**src/rtl/pwm_brm_pkg.sv**
```systemverilog
// Package: shared types for the shared-counter pulse/rate-multiplier DAC.
// Assumes: one configuration record per channel, updated as a whole.
package pwm_brm_pkg;

    // Per-channel configuration record
    typedef struct packed {
        logic enable;  // channel produces its waveform when set
        logic invert;  // XOR applied to the final output
        logic direct;  // static level instead of the pulse train
        logic level;   // static level used in direct mode
    } pwm_chan_cfg_t;

    localparam pwm_chan_cfg_t PWM_CFG_RESET = '{enable: 1'b0, invert: 1'b0,
                                                direct: 1'b0, level: 1'b0};

endpackage

```
**src/rtl/pwm_brm_counter.sv**
```systemverilog
// Module: free-running shared counter.
// Does:    advances by one on every clock. It also flags the cycle in which the
//          phase field (low PHASE_W bits) holds its last value, i.e. the edge at
//          which the next period begins.
// Assumes: CNT_W >= PHASE_W; synchronous active-low reset to zero.
module pwm_brm_counter #(
    parameter int CNT_W   = 12,
    parameter int PHASE_W = 6
) (
    input  logic             clk,
    input  logic             rst_n,
    output logic [CNT_W-1:0] cnt_o,
    output logic             wrap_o
);

    logic [CNT_W-1:0] cnt_q;

    // Count every clock; clear on reset
    always_ff @(posedge clk) begin
        if (!rst_n) begin
            cnt_q <= '0;
        end else begin
            cnt_q <= cnt_q + 1'b1;
        end
    end

    assign cnt_o  = cnt_q;
    assign wrap_o = &cnt_q[PHASE_W-1:0];

endmodule

```
**src/rtl/pwm_brm_cfg_bank.sv**
```systemverilog
// Module: per-channel configuration registers.
// Does:    captures enable / invert / direct / level for a channel when that
//          channel's strobe is high, and presents them as flat vectors.
// Assumes: strobes are synchronous to clk; reset clears every record.
module pwm_brm_cfg_bank
    import pwm_brm_pkg::*;
#(
    parameter int NUM_CH = 4
) (
    input  logic              clk,
    input  logic              rst_n,
    input  logic [NUM_CH-1:0] we_i,
    input  logic [NUM_CH-1:0] enable_i,
    input  logic [NUM_CH-1:0] invert_i,
    input  logic [NUM_CH-1:0] direct_i,
    input  logic [NUM_CH-1:0] level_i,
    output logic [NUM_CH-1:0] enable_o,
    output logic [NUM_CH-1:0] invert_o,
    output logic [NUM_CH-1:0] direct_o,
    output logic [NUM_CH-1:0] level_o
);

    generate
        for (genvar ch = 0; ch < NUM_CH; ch++) begin : g_ch
            pwm_chan_cfg_t cfg_q;

            // Load the record on its strobe; clear on reset
            always_ff @(posedge clk) begin
                if (!rst_n) begin
                    cfg_q <= PWM_CFG_RESET;
                end else if (we_i[ch]) begin
                    cfg_q <= '{enable: enable_i[ch], invert: invert_i[ch],
                               direct: direct_i[ch], level: level_i[ch]};
                end
            end

            assign enable_o[ch] = cfg_q.enable;
            assign invert_o[ch] = cfg_q.invert;
            assign direct_o[ch] = cfg_q.direct;
            assign level_o[ch]  = cfg_q.level;
        end
    endgenerate

endmodule

```
**src/rtl/pwm_brm_rate.sv**
```systemverilog
// Module: binary rate multiplier selector.
// Does:    for a period index q and a fraction f, returns whether this period
//          gets a one-cycle stretch. Bit (W-1-j) of f owns the periods whose
//          lowest set index bit is j, so the MSB of f covers half the periods,
//          the next bit a quarter, and so on. Index 0 is never chosen.
// Assumes: purely combinational; PERIOD_W >= 1.
module pwm_brm_rate #(
    parameter int PERIOD_W = 4
) (
    input  logic [PERIOD_W-1:0] period_i,
    input  logic [PERIOD_W-1:0] frac_i,
    output logic                stretch_o
);

    logic [PERIOD_W-1:0] slot;      // one-hot: position of lowest set index bit
    logic [PERIOD_W-1:0] frac_rev;  // fraction with its bit order reversed

    generate
        for (genvar j = 0; j < PERIOD_W; j++) begin : g_slot
            if (j == 0) begin : g_lsb
                assign slot[j] = period_i[0];
            end else begin : g_upper
                assign slot[j] = period_i[j] & ~(|period_i[j-1:0]);
            end
            assign frac_rev[j] = frac_i[PERIOD_W-1-j];
        end
    endgenerate

    assign stretch_o = |(slot & frac_rev);

endmodule

```
**src/rtl/pwm_brm_chan.sv**
```systemverilog
// Module: one DAC channel.
// Does:    holds a written code until the period boundary and then makes it
//          active. Drives a raw pulse that is set when the phase is zero and
//          cleared when the phase equals width + stretch. A width of the full
//          period never matches, so the pulse stays high.
// Assumes: phase_i/period_i come from the shared counter and wrap_i is high
//          in the last phase of each period.
module pwm_brm_chan #(
    parameter int PHASE_W  = 6,
    parameter int PERIOD_W = 4,
    localparam int VAL_W   = PHASE_W + PERIOD_W
) (
    input  logic                clk,
    input  logic                rst_n,
    input  logic                wr_i,
    input  logic [VAL_W-1:0]    val_i,
    input  logic                wrap_i,
    input  logic [PHASE_W-1:0]  phase_i,
    input  logic [PERIOD_W-1:0] period_i,
    output logic                raw_o,
    output logic [VAL_W-1:0]    act_o
);

    logic [VAL_W-1:0]    hold_q;
    logic [VAL_W-1:0]    act_q;
    logic                raw_q;
    logic [PHASE_W-1:0]  weight;
    logic [PERIOD_W-1:0] frac;
    logic                stretch;
    logic [PHASE_W:0]    width;
    logic                end_hit;
    logic                start_hit;

    // Holding register: take a new code whenever it is written
    always_ff @(posedge clk) begin
        if (!rst_n) begin
            hold_q <= '0;
        end else if (wr_i) begin
            hold_q <= val_i;
        end
    end

    // Active code: refresh only at the period boundary
    always_ff @(posedge clk) begin
        if (!rst_n) begin
            act_q <= '0;
        end else if (wrap_i) begin
            act_q <= hold_q;
        end
    end

    assign weight = act_q[VAL_W-1:PERIOD_W];
    assign frac   = act_q[PERIOD_W-1:0];

    pwm_brm_rate #(
        .PERIOD_W (PERIOD_W)
    ) u_rate (
        .period_i  (period_i),
        .frac_i    (frac),
        .stretch_o (stretch)
    );

    assign width     = {1'b0, weight} + {{PHASE_W{1'b0}}, stretch};
    assign end_hit   = !width[PHASE_W] && (phase_i == width[PHASE_W-1:0]);
    assign start_hit = (phase_i == '0);

    // Set/clear pulse flop: clear wins so a zero width stays low
    always_ff @(posedge clk) begin
        if (!rst_n) begin
            raw_q <= 1'b0;
        end else if (end_hit) begin
            raw_q <= 1'b0;
        end else if (start_hit) begin
            raw_q <= 1'b1;
        end
    end

    assign raw_o = raw_q;
    assign act_o = act_q;

endmodule

```
**src/rtl/pwm_brm_dac.sv**
```systemverilog
// Module: multi-channel shared-counter pulse/rate-multiplier DAC (top).
// Does:    one counter feeds NUM_CH channels. Each channel output is its raw
//          pulse, its static level, or idle, chosen by its configuration and
//          then XORed with its inversion bit.
// Assumes: CNT_W >= PHASE_W + PERIOD_W; synchronous active-low reset.
module pwm_brm_dac #(
    parameter int NUM_CH   = 4,
    parameter int PHASE_W  = 6,
    parameter int PERIOD_W = 4,
    parameter int CNT_W    = 12,
    localparam int VAL_W   = PHASE_W + PERIOD_W
) (
    input  logic                    clk,
    input  logic                    rst_n,
    input  logic [NUM_CH-1:0]       val_we_i,
    input  logic [NUM_CH*VAL_W-1:0] val_i,
    input  logic [NUM_CH-1:0]       cfg_we_i,
    input  logic [NUM_CH-1:0]       cfg_enable_i,
    input  logic [NUM_CH-1:0]       cfg_invert_i,
    input  logic [NUM_CH-1:0]       cfg_direct_i,
    input  logic [NUM_CH-1:0]       cfg_level_i,
    output logic [NUM_CH-1:0]       pwm_o
);

    logic [CNT_W-1:0]        cnt_q;
    logic                    wrap;
    logic [PHASE_W-1:0]      phase;
    logic [PERIOD_W-1:0]     period;
    logic [NUM_CH-1:0]       raw_vec;
    logic [NUM_CH*VAL_W-1:0] act_vec;
    logic [NUM_CH-1:0]       en_vec;
    logic [NUM_CH-1:0]       inv_vec;
    logic [NUM_CH-1:0]       dir_vec;
    logic [NUM_CH-1:0]       lvl_vec;

    pwm_brm_counter #(
        .CNT_W   (CNT_W),
        .PHASE_W (PHASE_W)
    ) u_counter (
        .clk    (clk),
        .rst_n  (rst_n),
        .cnt_o  (cnt_q),
        .wrap_o (wrap)
    );

    assign phase  = cnt_q[PHASE_W-1:0];
    assign period = cnt_q[PHASE_W+PERIOD_W-1:PHASE_W];

    pwm_brm_cfg_bank #(
        .NUM_CH (NUM_CH)
    ) u_cfg (
        .clk      (clk),
        .rst_n    (rst_n),
        .we_i     (cfg_we_i),
        .enable_i (cfg_enable_i),
        .invert_i (cfg_invert_i),
        .direct_i (cfg_direct_i),
        .level_i  (cfg_level_i),
        .enable_o (en_vec),
        .invert_o (inv_vec),
        .direct_o (dir_vec),
        .level_o  (lvl_vec)
    );

    generate
        for (genvar ch = 0; ch < NUM_CH; ch++) begin : g_chan
            logic sel_level;

            pwm_brm_chan #(
                .PHASE_W  (PHASE_W),
                .PERIOD_W (PERIOD_W)
            ) u_chan (
                .clk      (clk),
                .rst_n    (rst_n),
                .wr_i     (val_we_i[ch]),
                .val_i    (val_i[ch*VAL_W +: VAL_W]),
                .wrap_i   (wrap),
                .phase_i  (phase),
                .period_i (period),
                .raw_o    (raw_vec[ch]),
                .act_o    (act_vec[ch*VAL_W +: VAL_W])
            );

            // Pick waveform source, then apply inversion
            always_comb begin
                if (!en_vec[ch]) begin
                    sel_level = 1'b0;
                end else if (dir_vec[ch]) begin
                    sel_level = lvl_vec[ch];
                end else begin
                    sel_level = raw_vec[ch];
                end
                pwm_o[ch] = sel_level ^ inv_vec[ch];
            end
        end
    endgenerate

endmodule

```
**config.mk**
```make
export PLATFORM = sky130hd
export DESIGN_NAME = pwm_brm_dac
export DESIGN_NICKNAME = d
export VERILOG_FILES = /design/src/rtl/pwm_brm_pkg.sv /design/src/rtl/pwm_brm_counter.sv /design/src/rtl/pwm_brm_cfg_bank.sv /design/src/rtl/pwm_brm_rate.sv /design/src/rtl/pwm_brm_chan.sv /design/src/rtl/pwm_brm_dac.sv
export SDC_FILE = /design/constraint.sdc
export NUM_CORES = 1
export LEC_CHECK = 0
export BUFFER_PORTS_ARGS = -buffer_cell sky130_fd_sc_hd__buf_2
export CELL_PAD_IN_SITES_DETAIL_PLACEMENT = 0
export CELL_PAD_IN_SITES_GLOBAL_PLACEMENT = 2
export CORE_MARGIN = 2
export CORE_UTILIZATION = 35
export CTS_CLUSTER_DIAMETER = 150
export DETAILED_ROUTE_END_ITERATION = 8
export PLACE_DENSITY_LB_ADDON = 0.1
export SLEW_MARGIN = 20
export SYNTH_ARGS = -nofsm -noshare
export SYNTH_HDL_FRONTEND = slang
export SYNTH_SLANG_ARGS = --single-unit
```
**constraint.sdc**
```tcl
create_clock -name clk -period 3.4 [get_ports clk]
set_clock_uncertainty 0.2 [all_clocks]
set_input_delay 0.68 -clock clk [delete_from_list [all_inputs] [get_ports clk]]
set_output_delay 0.68 -clock clk [all_outputs]
set_load 0.01 [all_outputs]
```
==> impl_results.md <==
- Drt wl/cell: 13.8 microns
- Pins Over Slew Limit: 0
- Total wire length: 10.9 mm
- Fmax: 0.352 GHz
- First drt pass iteration count: 4
- Final setup vio count: 0
- Antenna violations before repair: 0
- Arr. time, crit path: 2860 ps
- Crit path cell chain: nor3b_1, a221o_1, ha_1, ha_1, xor2_1, xnor2_1, nand3_1, a311oi_1, a31oi_1
- Clock Latency Late Sink: 350 ps
- Total gr overflow: 0
- Reg2reg path depth: 9
- Synth top area share: 0.428
- Largest net degree at the start of global routing: 44
- Final Hold Vio Count: 0
- Syn Inst Count: 553
- Post-CTS Resized: 0
- CTS root buf: clkbuf_16
- Final cell count without fillers: 792
- Top post-synthesis cells by area: dfxtp_1, mux2i_1, nand2_1
- Hold-fix buffers, CTS: 0
- Post-synthesis sequential area ratio: 0.428
- CP required: 3430 ps
- Layout cells sized above 1: 0.166
- Clock sinks: 110
- Die width: 125 microns
- Vias per cell: 4.81
- CORE AREA: 14,500 sq um
- Final Hold Slack: 264 ps
- Setup tns final: 0 ps
- Outcome: finished clean
- CP startpoint kind: register
- Cell leakage power: 2.39 nW
- Post-synth net total: 629
- Antenna-violating nets left: 0
- Worst min-delay path class: register to register
- Fin nets: 679
- Detailed-route DRC error count: 0
- Detailed placer's ending HPWL: 7.80 mm
- Cell accounting for the most synthesized area: dfxtp_1
- Maximum clock path buffer count: 2
- N_diodes: 0
- DP Cell Count: 776
- Async set-reset flop share out of synthesis: 0
- Slowest stage delay, CP: 520 ps
- Power per Cell Area: 440 nW/um^2
- Worst-Margin Slew: 636 ps
- R2R setup slack: 560 ps
- Count of state elements after synthesis: 110
- Most frequent cells in the layout: dfxtp_1, nand2_1, buf_2, nor2b_1, mux2i_1
- Worst-path maximum fanout: 12
- Finished Core Util: 0.406
- CTS tree: done
- Worst Path Buf+Inv: 0
- Max-Cap Viols: 0
- Worst r2r dst: g_chan[2].u_chan.raw_o$_SDFFE_PP0N_
- Commonest non-fill, non-tap cell in the layout: dfxtp_1
- Critical Path Stages: 9
- Tcrit/Tclk final: 0.834
- Total GRT Usage: 0.145
- Worst VDD drop: 257 uV
- Port Buf Inserts: 69
- Post-synth cell types: 41
- Setup CP Type: register to register
- Final Critical Period: 2840 ps
- Kind of end point of the critical path: register
- Ys Warns: 0
- Ys flop type: dfxtp_1
- Critical Path End: g_chan[2].u_chan.raw_o$_SDFFE_PP0N_
- Die Area: 15,700 sq um
- Post-CTS setup buffer count: 0
- First-pass GRT wire length: 18.5 mm
- Area Overhead vs Synth: 14.3%
- Initial drt markers: 142
- Max stage delay cell, worst path: nor3b_1
- Initial Util: 0.356
- Gpl congestion: 0.777
- CTS clock-pin slew for the worst setup and hold paths: 70 ps
- Via count: 3,810
- EDFF count, synth: 0
- CTS Buf Count: 9
- Worst relative slew slack: 0.576
- Num ports: 70
- Mapped Area: 5150 sq um
- Critical Path Source: u_counter.cnt_o[6]$_SDFF_PN0_
- CP most frequent cell: ha_1
- Vias in the first global route: 3,793
- Worst R2R Start: u_counter.cnt_o[6]$_SDFF_PN0_
- Mean post-synth cell area: 9.31 sq um
- Row count: 44
- Design Power: 2.59 mW
- Die Height: 125 microns
- H-Tree Level Count: 3
- RSZ-0062 raised after global routing: false
- CP top delay family: simple AND/OR/NAND/NOR gates
-- cells in the mapped netlist, drive strengths merged (3+ instances only) --
master  count
a31oi       6
nand3      16
clkbuf     19
a21boi     41
xor2       13
and2        8
nor2        3
mux2        6
ha         10
nand2     101
dfxtp     110
inv         4
a221o       4
o21ai      12
buf        19
and3        6
xnor2      29
nor2b      58
mux2i      58
a21oi       6
-- cell families (layout without fill, tap and decap cells) --
group / Yosys count / after routing / synth area share
adders and majority gates: 10 / 10 / 0.0243
muxes: 64 / 64 / 0.126
and+or+nand+nor: 203 / 203 / 0.193
buffers and inverters: 42 / 97 / 0.0420
DFF: 110 / 110 / 0.428
xor gates and xnor gates: 42 / 42 / 0.0729
AOI/OAI and AO/OA: 82 / 82 / 0.114
-- area by class of cell --
class	count	area, sq um
inverters	4	15.0
repair buffers	77	418
clock buffers	13	270
multi-input cells	401	2730
clock inverters	3	17.5
well taps	184	230
flip-flops and latches	110	2200
fillers	1477	8590
-- where the power goes --
group / switching (mW) / total [mW] / internal, mW / leakage (nW)
Clock: 0.464 / 1.02 / 0.555 / 0.142
Sequential: 0.0347 / 1.37 / 1.34 / 0.899
Combinational: 0.0849 / 0.197 / 0.112 / 1.35
-- flip-flops by register name, indices dropped and copies added (netlist names) --
signal	count
g_chan.u_chan.act_o	40
g_chan.u_chan.hold_q	40
g_chan.u_chan.raw_o	4
u_cfg.direct_o	4
u_cfg.enable_o	4
u_cfg.invert_o	4
u_cfg.level_o	4
u_counter.cnt_o	10
-- per-layer routing --
| layer | vias to the layer above | global-route usage | wire length (microns) |
|---|---|---|---|
| li1 | 1967 | - | - |
| met1 | 1755 | 0.190 | 5290 |
| met2 | 72 | 0.227 | 4900 |
| met3 | 16 | 0.0381 | 493 |
| met4 | 0 | 0.0608 | 236 |
| met5 | - | 0 | 0 |
-- stage by stage --
| stage | area [sq um] | worst slack [ps] |
|---|---|---|
| 3_5_place_dp | 5600 | 597 |
| 3_3_place_gp | 5600 | 744 |
| 6_report | 5880 | 563 |
| 2_1_floorplan | 5150 | 772 |
| 4_1_cts | 5880 | 596 |
| 5_1_grt | 5880 | 321 |
-- worst min-delay path by stage --
| stage | from | end | slack, ps | depth (start not counted) |
|---|---|---|---|---|
| after floorplan | g_chan[0].u_chan.hold_q[6]$_SDFFE_PN0P_ | g_chan[0].u_chan.act_o[6]$_SDFFE_PN0P_ | 240 | 2 |
| after global placement | g_chan[1].u_chan.hold_q[8]$_SDFFE_PN0P_ | g_chan[1].u_chan.act_o[8]$_SDFFE_PN0P_ | 250 | 2 |
| after detailed placement | g_chan[1].u_chan.hold_q[8]$_SDFFE_PN0P_ | g_chan[1].u_chan.act_o[8]$_SDFFE_PN0P_ | 260 | 2 |
| after CTS | g_chan[1].u_chan.hold_q[8]$_SDFFE_PN0P_ | g_chan[1].u_chan.act_o[8]$_SDFFE_PN0P_ | 270 | 2 |
| after global routing | g_chan[1].u_chan.hold_q[8]$_SDFFE_PN0P_ | g_chan[1].u_chan.act_o[8]$_SDFFE_PN0P_ | 280 | 2 |
| final | g_chan[1].u_chan.hold_q[8]$_SDFFE_PN0P_ | g_chan[1].u_chan.act_o[8]$_SDFFE_PN0P_ | 260 | 2 |
-- worst reg2reg max path, cell delays in order (launching register included) --
cell and delay [ps]:
dfxtp_1 410, nor3b_1 520, a221o_1 270, ha_1 240, ha_1 280, xor2_1 200, xnor2_1 150, nand3_1 100
a311oi_1 230, a31oi_1 120
Power figures use the tool's default switching activity.
